--- src/rtl/swmux_pkg.sv ---
package swmux_pkg;

  typedef struct packed {
    logic capture;
    logic drive;
    logic illegal;
  } ctrlStrobe_t;

endpackage

--- src/rtl/swmux_control.sv ---
module swmux_control
  import swmux_pkg::*;
(
  input  logic        clk,
  input  logic        rstN,
  input  logic        wrN,
  input  logic        dirRead,
  output ctrlStrobe_t strobe,
  output logic        protoErr
);

  // Decode the bus handshake into one strobe per action.
  always_comb begin
    strobe.capture = rstN && !wrN && !dirRead;
    strobe.drive   = rstN &&  wrN &&  dirRead;
    strobe.illegal = rstN && !wrN &&  dirRead;
  end

  // Sticky error: set by an illegal handshake, cleared only by reset.
  always_ff @(posedge clk or negedge rstN) begin
    if (!rstN)               protoErr <= 1'b0;
    else if (strobe.illegal) protoErr <= 1'b1;
  end

  AST_ERR_STICKY: assert property (@(posedge clk) disable iff (!rstN)
    protoErr |=> protoErr);
  AST_ERR_SET: assert property (@(posedge clk) disable iff (!rstN)
    (dirRead && !wrN) |=> protoErr);

endmodule

--- src/rtl/swmux_datapath.sv ---
module swmux_datapath
  import swmux_pkg::*;
#(
  parameter int NUM_IN = 8,
  localparam int BANK_CH = NUM_IN / 2,
  localparam int ADDR_W  = $clog2(NUM_IN),
  localparam int CH_W    = ADDR_W - 1,
  localparam int BUS_W   = ADDR_W + 1
) (
  input  logic               clk,
  input  logic               rstN,
  input  ctrlStrobe_t        strobe,
  input  logic               diffMode,
  input  logic [BUS_W-1:0]   busIn,
  output logic [BUS_W-1:0]   busOut,
  output logic               busOe,
  output logic [BANK_CH-1:0] swA,
  output logic [BANK_CH-1:0] swB
);

  localparam int ALL_W = 2 * BANK_CH;

  logic [ADDR_W-1:0]  latAddr;
  logic               latEn;
  logic [BANK_CH-1:0] tgtA;
  logic [BANK_CH-1:0] tgtB;
  logic [ALL_W-1:0]   tgtAll;
  logic [ALL_W-1:0]   outAll;
  logic [ALL_W-1:0]   outNext;
  logic               bankSel;

  // Capture register: follows the bus while the capture strobe is active.
  always_ff @(posedge clk or negedge rstN) begin
    if (!rstN) begin
      latAddr <= '0;
      latEn   <= 1'b0;
    end else if (strobe.capture) begin
      latAddr <= busIn[ADDR_W-1:0];
      latEn   <= busIn[ADDR_W];
    end
  end

  assign bankSel = latAddr[ADDR_W-1];

  // Channel decode, one slice per channel of each bank.
  for (genvar c = 0; c < BANK_CH; c++) begin : g_dec
    logic chHit;
    assign chHit   = latEn && (latAddr[CH_W-1:0] == CH_W'(c));
    assign tgtA[c] = chHit && (diffMode || !bankSel);
    assign tgtB[c] = chHit && (diffMode ||  bankSel);
  end

  assign tgtAll = {tgtB, tgtA};

  // Break-before-make: a changed nonzero set passes through all-off.
  always_comb begin
    if (outAll == tgtAll)    outNext = outAll;
    else if (outAll != '0)   outNext = '0;
    else                     outNext = tgtAll;
  end

  always_ff @(posedge clk or negedge rstN) begin
    if (!rstN) outAll <= '0;
    else       outAll <= outNext;
  end

  assign swA = outAll[BANK_CH-1:0];
  assign swB = outAll[ALL_W-1:BANK_CH];

  // Readback path onto the shared pins.
  assign busOe  = strobe.drive;
  assign busOut = strobe.drive ? {latEn, latAddr} : '0;

  AST_HOLD_WHILE_HIGH: assert property (@(posedge clk) disable iff (!rstN)
    !strobe.capture |=> $stable({latEn, latAddr}));
  AST_ENABLE_OFF: assert property (@(posedge clk) disable iff (!rstN)
    !latEn |=> (outAll == '0));
  AST_SE_ONEHOT: assert property (@(posedge clk) disable iff (!rstN)
    !diffMode |=> ($countones(outAll) <= 1));
  AST_DIFF_PAIR: assert property (@(posedge clk) disable iff (!rstN)
    diffMode |=> (swA == swB));
  AST_BBM_GAP: assert property (@(posedge clk) disable iff (!rstN)
    ($past(outAll) != '0 && outAll != '0) |-> (outAll == $past(outAll)));

endmodule

--- src/rtl/swmux_ctrl.sv ---
module swmux_ctrl
  import swmux_pkg::*;
#(
  parameter int NUM_IN = 8,
  localparam int BANK_CH = NUM_IN / 2,
  localparam int ADDR_W  = $clog2(NUM_IN),
  localparam int BUS_W   = ADDR_W + 1
) (
  input  logic               clk,
  input  logic               rstN,
  input  logic               wrN,
  input  logic               dirRead,
  input  logic               diffMode,
  input  logic [BUS_W-1:0]   busIn,
  output logic [BUS_W-1:0]   busOut,
  output logic               busOe,
  output logic [BANK_CH-1:0] swA,
  output logic [BANK_CH-1:0] swB,
  output logic               protoErr
);

  ctrlStrobe_t strobe;

  swmux_control u_control (
    .clk      (clk),
    .rstN     (rstN),
    .wrN      (wrN),
    .dirRead  (dirRead),
    .strobe   (strobe),
    .protoErr (protoErr)
  );

  swmux_datapath #(.NUM_IN(NUM_IN)) u_datapath (
    .clk      (clk),
    .rstN     (rstN),
    .strobe   (strobe),
    .diffMode (diffMode),
    .busIn    (busIn),
    .busOut   (busOut),
    .busOe    (busOe),
    .swA      (swA),
    .swB      (swB)
  );

  AST_NO_BUS_ON_WRITE: assert property (@(posedge clk) disable iff (!rstN)
    !wrN |-> !busOe);

endmodule

--- config.mk ---
export PLATFORM = sky130hd
export DESIGN_NAME = swmux_ctrl
export DESIGN_NICKNAME = d
export VERILOG_FILES = /design/src/rtl/swmux_pkg.sv /design/src/rtl/swmux_control.sv /design/src/rtl/swmux_datapath.sv /design/src/rtl/swmux_ctrl.sv
export SDC_FILE = /design/constraint.sdc
export NUM_CORES = 1
export LEC_CHECK = 0
export ABC_CLOCK_PERIOD_IN_PS = 2050
export BUFFER_PORTS_ARGS = -buffer_cell sky130_fd_sc_hd__buf_2
export CAP_MARGIN = 20
export CORE_ASPECT_RATIO = 1.2
export CORE_MARGIN = 4
export CORE_UTILIZATION = 45
export CTS_BUF_LIST = sky130_fd_sc_hd__clkbuf_8 sky130_fd_sc_hd__clkbuf_16
export CTS_CLUSTER_SIZE = 16
export DETAILED_ROUTE_END_ITERATION = 7
export PLACE_DENSITY = 0.75
export SLEW_MARGIN = 20
export SYNTH_ARGS = -nofsm -noshare
export SYNTH_HDL_FRONTEND = slang
export SYNTH_SLANG_ARGS = --single-unit
--- constraint.sdc ---
create_clock -name clk -period 2.05 [get_ports clk]
set_input_delay 0.41 -clock clk [delete_from_list [all_inputs] [get_ports clk]]
set_output_delay 0.41 -clock clk [all_outputs]
set_load 0.05 [all_outputs]
Yosys cells after proc, flatten, opt, wreduce, memory -nomap -nowiden
Index checks and enable logic that the tools add are counted.

$add $sub $neg: 0. $mul: 0. Div/mod/pow operators: 0. Magnitude comparators: 0. Eq/ne operators: 4. Shifts and indexed selects: 0. Multiplexer cells: 2. Bitwise logic cells: 0. Reduce and logical (&&, ||, !) cells: 24.

Operators with widths (count): logical AND 1 bit (17); equality test 8 bit (1); two-way mux 8 bit (1); nonzero test 8 bit (1); equality test 2 bit, second input constant (2); two-way mux 4 bit (1); logical NOT 1 bit (3); equality test 2 x 1 -> 1 bit, second input constant (1); logical NOT 2 bit (1); logical OR 1 bit (2).

Register bits after elaboration: 13. Latch bits: 0. Memory bits (writable): 0. ROM bits: 0. Input bits: 9. Word-level logic and storage cells: 34. Memories: 0.

Longest topological paths before layout
Gate-level depths: netlist (run 1).

Depth after elaboration: 4. Gate-level depth with buffers: 6. Mapped depth without buffers: 5.

By module
Synthesis (run 1) repeated with hierarchy kept, for this count alone.

Cells, all modules: 88. Area total of the unflattened synthesis: 842.1 um^2.

By module, submodules not included: swmux_datapath (instances 1, cells each 82, area each 787.0 um^2); swmux_control (instances 1, cells each 6, area each 55.1 um^2).

Worst setup path after synthesis (run 1)
Ideal clock, no wire load.

Path type: in2out. Start point: in rstN. End point: out busOut[0]. Arrival: 1.416 ns. Required time: 1.640 ns. Slack: 0.224 ns. Cell stages on the path: 2. Buffers on the path: 0. Cell sequence: and3_1 and2_1.

Longest elaborated chain between the ends: 3.

Ends and longest elaborated chain: start: declaration (RTL line swmux_ctrl.sv:10) `input logic rstN,`; logical AND 1 bit (2 in a row) (RTL line swmux_control.sv:15) `strobe.drive = rstN && wrN && dirRead;`; two-way mux 4 bit (RTL line swmux_datapath.sv:72) `assign busOut = strobe.drive ? {latEn, latAddr} : '0;`; end: declaration (RTL line swmux_ctrl.sv:15) `output logic [BUS_W-1:0] busOut,`.

No other way between the ends.

Worst setup path in the final report (run 1)
Start point: reg u_datapath.latAddr[0]. End point: reg u_datapath.outAll[1].

Longest elaborated chain between the ends: 4.

Ends and longest elaborated chain: start: declaration (RTL line swmux_datapath.sv:23) `logic [ADDR_W-1:0] latAddr;`; start signal: assignment (RTL line swmux_datapath.sv:38) `latAddr <= busIn[ADDR_W-1:0];`; equality test 2 x 1 -> 1 bit, or another cell as far along (RTL line swmux_datapath.sv:48) `assign chHit = latEn && (latAddr[CH_W-1:0] == CH_W'(c));`; logical AND 1 bit (RTL line swmux_datapath.sv:48); logical AND 1 bit, on equally long branches (RTL line swmux_datapath.sv:49, swmux_datapath.sv:50); equality test 8 bit or two-way mux 8 bit (tied branches) (RTL line swmux_datapath.sv:57, swmux_datapath.sv:58); end signal: assignment (RTL line swmux_datapath.sv:64) `else outAll <= outNext;`; end: declaration (RTL line swmux_datapath.sv:28) `logic [ALL_W-1:0] outAll;`.

Several ways; a longest one is shown, not always the timed one. A chain may end at the register's enable or synchronous reset.

==> results of run 1 <==
==> worst max-delay path, cell delays in order, from the launching register on <==
cell	delay, ps
dfrtp_1	530
and2b_2	300
o21ai_0	150
a21oi_1	100
a41oi_2	390
o31ai_1	160
==> per-layer routing <==
layer  up-vias  wire [microns]
met5         -               0
met4         0              91
met3        11             107
met2        33            1090
met1       391             901
li1        392               -
==> registers in the layout, summed over array words and instances, names as in the netlist <==
name,flops
u_datapath.outAll,8
u_datapath.latAddr,3
u_control.protoErr,1
u_datapath.latEn,1
==> cell usage after synthesis, drive strengths merged (2+ instances only) <==
master  count  area (sq um)
or4         2          15.0
nand2b      2          12.5
and2        5          33.8
mux2        4          45.0
dfrtp      13           325
o31ai       8          60.1
buf         3          20.0
nand2       6          22.5
a21oi       2          13.8
nor2        5          21.3
o21a        2          15.0
nor4        2          25.0
or3         4          25.0
and4bb      2          25.0
nand3       4          20.0
nand4       2          12.5
o21ai       4          20.0
inv         8          30.0
==> area by class of cell <==
class                           instances  share of cell area [%]
Multi-Input combinational cell         66                    46.6
Sequential cell                        13                    31.0
Timing Repair Buffer                   25                    12.9
Clock buffer                            3                    3.93
Inverter                                8                    2.86
Tap cell                               19                    2.26
Clock inverter                          1                   0.477
==> cell families after synthesis <==
kind of cell | after synthesis | share of synthesized area (%)
AOI/OAI and AO/OA | 24 | 23.4
and+or+nand+nor | 38 | 27.9
muxes | 4 | 5.21
DFF | 13 | 37.6
buffers and inverters | 11 | 5.79
==> repair_timing <==
| action | 4_1_cts | 5_1_grt |
|---|---|---|
| buffers inserted | 0 | 0 |
| hold buffers | 1 | 0 |
| endpoints found under the hold margin | 1 | 0 |
==> power groups by stage <==
stage	registers [mW]	clock network (mW)	logic, mW
5_1_grt	0.482	0.260	0.987
4_1_cts	0.465	0.242	0.908
3_3_place_gp	0.463	0	0.888
2_1_floorplan	0.640	0	0.523
3_5_place_dp	0.468	0	0.904
6_report	0.466	0.237	0.911
==> worst max-delay path by stage <==
stage                                            startpoint                               end  slack (ps)
after global placement    u_datapath.latAddr[0]$_DFFE_PN0P_  u_datapath.outAll[4]$_DFFE_PN0P_         320
after CTS                 u_datapath.latAddr[0]$_DFFE_PN0P_  u_datapath.outAll[1]$_DFFE_PN0P_         300
after detailed placement  u_datapath.latAddr[0]$_DFFE_PN0P_  u_datapath.outAll[1]$_DFFE_PN0P_         290
after floorplan                                        rstN                         busOut[0]         220
final                     u_datapath.latAddr[0]$_DFFE_PN0P_  u_datapath.outAll[1]$_DFFE_PN0P_         280
after global routing      u_datapath.latAddr[0]$_DFFE_PN0P_  u_datapath.outAll[1]$_DFFE_PN0P_         110
==> through the flow <==
stage,std cells,area (sq um),setup WS [ps]
3_5_place_dp,130,993,292
4_1_cts,135,1050,297
3_3_place_gp,130,993,316
2_1_floorplan,90,865,224
5_1_grt,135,1050,108
6_report,135,1050,281
==> results.ini, run 1 <==
[layout]
layout-drive-gt1-share_pct = 36.2
fillers = 169
seq_area_sq_um = 325
antenna_cells = 0
fin_util_pct = 57.4
syn_to_final_growth_pct = 21.4
multi_input_area_sq_um = 489
final_common_cell = buf_2
layout_common_cells = buf_2 (22), dfrtp_1 (13), inv_1 (8), o31ai_1 (8), nand2_1 (6)
nets = 126

[drt]
firstDrtPassIters = 4
drt-initial-drc-count = 15
routedWlPerCell_microns = 16.2
vias_per_cell = 6.13
drc = 0
num_vias = 827
ant_nets = 0
drt_wl_total_microns = 2190

[power]
p_leak_nw = 0.478
power_mw = 1.61
power_frac_comb_pct = 56.5
p_per_area_nw_per_um2 = 1540
p_switching_uw = 853
share_seq_of_total_power_pct = 28.9
ir_worst_vdd_mv = 0.828
switching_share_pct = 52.9
clock_power_share_pct = 14.7
p_int_uw = 760

[setup_path]
end_kind = flip-flop
cp-start-kind = flip-flop
crit_arrival_ps = 1890
r2r_start = u_datapath.latAddr[0]$_DFFE_PN0P_
rr_worst_depth = 5
required_ps = 2170
timing.rr.end = u_datapath.outAll[1]$_DFFE_PN0P_
path_class = flip-flop to flip-flop
worst-path-max-fanout = 17
r2r_slack_ps = 280

[job]
max_cap_viol_count = 0

[clocking]
root_buffer = clkbuf_8
clockBufferDepth = 2
numCtsBuffers = 3
clk_latency_ps = 250
cts.sinks = 13
cts_resized = 0
cts_tree = done
htreeDepth = 1
clk_pin_slew_ps = 60

[synthesis]
synth_seq_area_share_pct = 37.6
syn-num-nets = 99
ys_seq_elements = 13
async_flop_share_pct = 100
ys.flop_type = dfrtp_1
netlist_instances = 90
ys_warn_count = 0
synth_edf_count = 0
synth.distinct_cells = 36
syn-cell-area_sq_um = 865
synth.avg_cell_area_sq_um = 9.61

[floorplan]
dieArea_sq_um = 2690
io_pins = 23
start_util_pct = 47.3
fp.coreArea_sq_um = 1830
row_count = 17
die_w_microns = 48.0
dieHeight_microns = 56.0

[grt]
met1_usage_pct = 24.0
grt_first_pass_wirelength_microns = 3660
grt_max_degree = 18
grt_antenna_before_repair = 0
grtUsageTotal_pct = 19.0
grt_use_met2_pct = 28.0
busiest_layer = met2
grt_pass1_vias = 806
overflow = 0
grt_util_met3_pct = 3.24

[sta]
slew-limit-headroom_pct = 70.6
post-route-period-util_pct = 86.3
drv_slew = 0
worst_pin_slew_ps = 441
min_period_ps = 1770
finalClockSkew_ps = 5.36
max_freq_mhz = 565
finalSetupViolCount = 0
hold_ws_ps = 136
hold_violations = 0
setup_tns_ps = 0
rsz0062_at_grt = false

[outcome]
outcome = finished, final reports clean

[placed_design]
place_congestion = 0.886
port_buffers = 22
hpwl_microns = 1600

[worst_hold_path]
hp-class = primary input to async pin

Power figures use the tool's default switching activity.
==> run 2, diff against run 1 <==
ABC_CLOCK_PERIOD_IN_PS = 2110   (was 2050)
clock period = 2.11 ns   (was 2.05 ns; I/O delays follow)
==> results.ini, run 2 (same netlist as run 1, synthesis figures left out) <==
[power]
p_per_area_nw_per_um2 = 1510  ; -2.0%
p_switching_uw = 832  ; -2.5%
power_mw = 1.57  ; -2.7%
p_int_uw = 738  ; -2.9%
power_frac_comb_pct = 56.8  ; +0.3 points
p_leak_nw = 0.473  ; -1.1%
share_seq_of_total_power_pct = 28.6  ; -0.3 points
ir_worst_vdd_mv = 0.796  ; -3.9%
clock_power_share_pct = 14.6  ; about the same
switching_share_pct = 53.0  ; +0.11 points

[job]
max_cap_viol_count = 0  ; unchanged

[floorplan]
dieHeight_microns = 56.0  ; unchanged
io_pins = 23  ; unchanged
start_util_pct = 47.3  ; unchanged
dieArea_sq_um = 2690  ; unchanged
fp.coreArea_sq_um = 1830  ; unchanged
die_w_microns = 48.0  ; unchanged
row_count = 17  ; unchanged

[layout]
antenna_cells = 0  ; unchanged
final_common_cell = buf_2
layout_common_cells = buf_2 (22), dfrtp_1 (13), inv_1 (8), o31ai_1 (8), nand2_1 (6)
syn_to_final_growth_pct = 20.6
layout-drive-gt1-share_pct = 35.7  ; -0.55 points
reg_top3 = u_datapath.outAll x8, u_datapath.latAddr x3
largest_reg_flops = 8  ; unchanged
fillers = 173  ; +2.4%
nets = 125  ; -0.79%
top_register = u_datapath.outAll

[sta]
slew-limit-headroom_pct = 58.0  ; -13 points
hold_violations = 0  ; unchanged
rsz0062_at_grt = false
worst_pin_slew_ps = 629  ; +188 ps
drv_slew = 0  ; unchanged
max_freq_mhz = 559  ; -1.1%
min_period_ps = 1790  ; +19.7 ps
finalSetupViolCount = 0  ; unchanged
finalClockSkew_ps = 5.28  ; -0.0785 ps
setup_tns_ps = 0  ; unchanged
post-route-period-util_pct = 84.8  ; -1.5 points

[clocking]
clk_latency_ps = 250  ; about the same
post-cts-setup-buffers = 0  ; unchanged
cts.sinks = 13  ; unchanged
numCtsBuffers = 3  ; unchanged
cts_tree = done
htreeDepth = 1  ; unchanged
clockBufferDepth = 2  ; unchanged
clk_pin_slew_ps = 60  ; about the same
root_buffer = clkbuf_8

[grt]
grt_max_degree = 18  ; unchanged
grtUsageTotal_pct = 18.9  ; -0.046 points
overflow = 0  ; unchanged
grt_antenna_before_repair = 0  ; unchanged
grt_first_pass_wirelength_microns = 3680  ; +0.74%
grt_pass1_vias = 830  ; +3.0%

[drt]
drt-initial-drc-count = 11  ; -4
drc = 0  ; unchanged
routedWlPerCell_microns = 16.1  ; -0.95%
vias_per_cell = 6.13  ; about the same
ant_nets = 0  ; unchanged
firstDrtPassIters = 4  ; unchanged
num_vias = 821  ; -0.73%
drt_wl_total_microns = 2160  ; -1.7%

[setup_path]
crit_arrival_ps = 1900  ; about the same
path_class = flip-flop to flip-flop
crit_slowest_cell = dfrtp_1
cp_num_buf_inv = 0  ; unchanged
required_ps = 2220  ; +50 ps
cp-start-kind = flip-flop
path_delay_family = compound AO/OA/AOI/OAI gates
cp_slowest_stage_delay_ps = 540  ; about the same
end_kind = flip-flop
cp_cell_sequence = and2b_2 -> o21ai_0 -> a21oi_1 -> a41oi_2 -> o31ai_1
worst-path-max-fanout = 17  ; unchanged

[outcome]
outcome = finished, final reports clean

[placed_design]
hpwl_microns = 1610  ; +0.19%
place_congestion = 0.880  ; -0.70%
port_buffers = 22  ; unchanged

[worst_hold_path]
hp-class = primary input to async pin

-- run 2: worst paths after layout --
check                                                   from  depth (start not counted)  slack [ps]                                to
max                        u_datapath.latAddr[0]$_DFFE_PN0P_                          5         320  u_datapath.outAll[1]$_DFFE_PN0P_
min                                                     rstN                          2         150  u_datapath.outAll[7]$_DFFE_PN0P_
max reg2reg                u_datapath.latAddr[0]$_DFFE_PN0P_                          5         320  u_datapath.outAll[1]$_DFFE_PN0P_
min reg2reg                   u_control.protoErr$_DFFE_PN0P_                          1         480    u_control.protoErr$_DFFE_PN0P_
max in group asynchronous                               rstN                          2        1470    u_control.protoErr$_DFFE_PN0P_
min in group clk                                         wrN                          2         380    u_control.protoErr$_DFFE_PN0P_
-- run 2: routing by layer --
| metal | part of all wire, % | GRT usage (%) | up-vias |
|---|---|---|---|
| met5 | 0 | 0 | - |
| met4 | 4.5 | 14.2 | 0 |
| met3 | 5.0 | 4.53 | 11 |
| met2 | 48 | 27.0 | 33 |
| met1 | 42 | 23.2 | 390 |
| li1 | - | - | 387 |
-- run 2: stage by stage --
step           hold WS, ps  worst slack (ps)  instance area [sq um]  utilization (%)  cells
2_1_floorplan          126               260                    865                -     90
3_3_place_gp           230               374                    986             53.9    129
3_5_place_dp           231               348                    986             53.9    129
4_1_cts                160               354                   1040             57.0    134
5_1_grt                164               177                   1040             57.0    134
6_report               146               321                   1040             57.0    134
-- run 2: power by group through the flow --
stage	registers, mW	logic [mW]	clock network [mW]
2_1_floorplan	0.622	0.509	0
3_3_place_gp	0.450	0.860	0
3_5_place_dp	0.454	0.876	0
4_1_cts	0.448	0.882	0.231
5_1_grt	0.467	0.970	0.242
6_report	0.449	0.891	0.229
-- run 2: area by class of cell --
type                            count  area, sq um  share of cell area (%)
Multi-Input combinational cell     66          489                    46.9
Sequential cell                    13          325                    31.2
Timing Repair Buffer               24          128                    12.2
Clock buffer                        3         41.3                    3.96
Inverter                            8         30.0                    2.88
Tap cell                           19         23.8                    2.28
Clock inverter                      1         5.00                   0.480
-- run 2: repair_timing --
item / 4_1_cts / 5_1_grt
endpoints found under the hold margin: 1 / 0
resized for setup: 0 / 0
hold buffers: 1 / 0
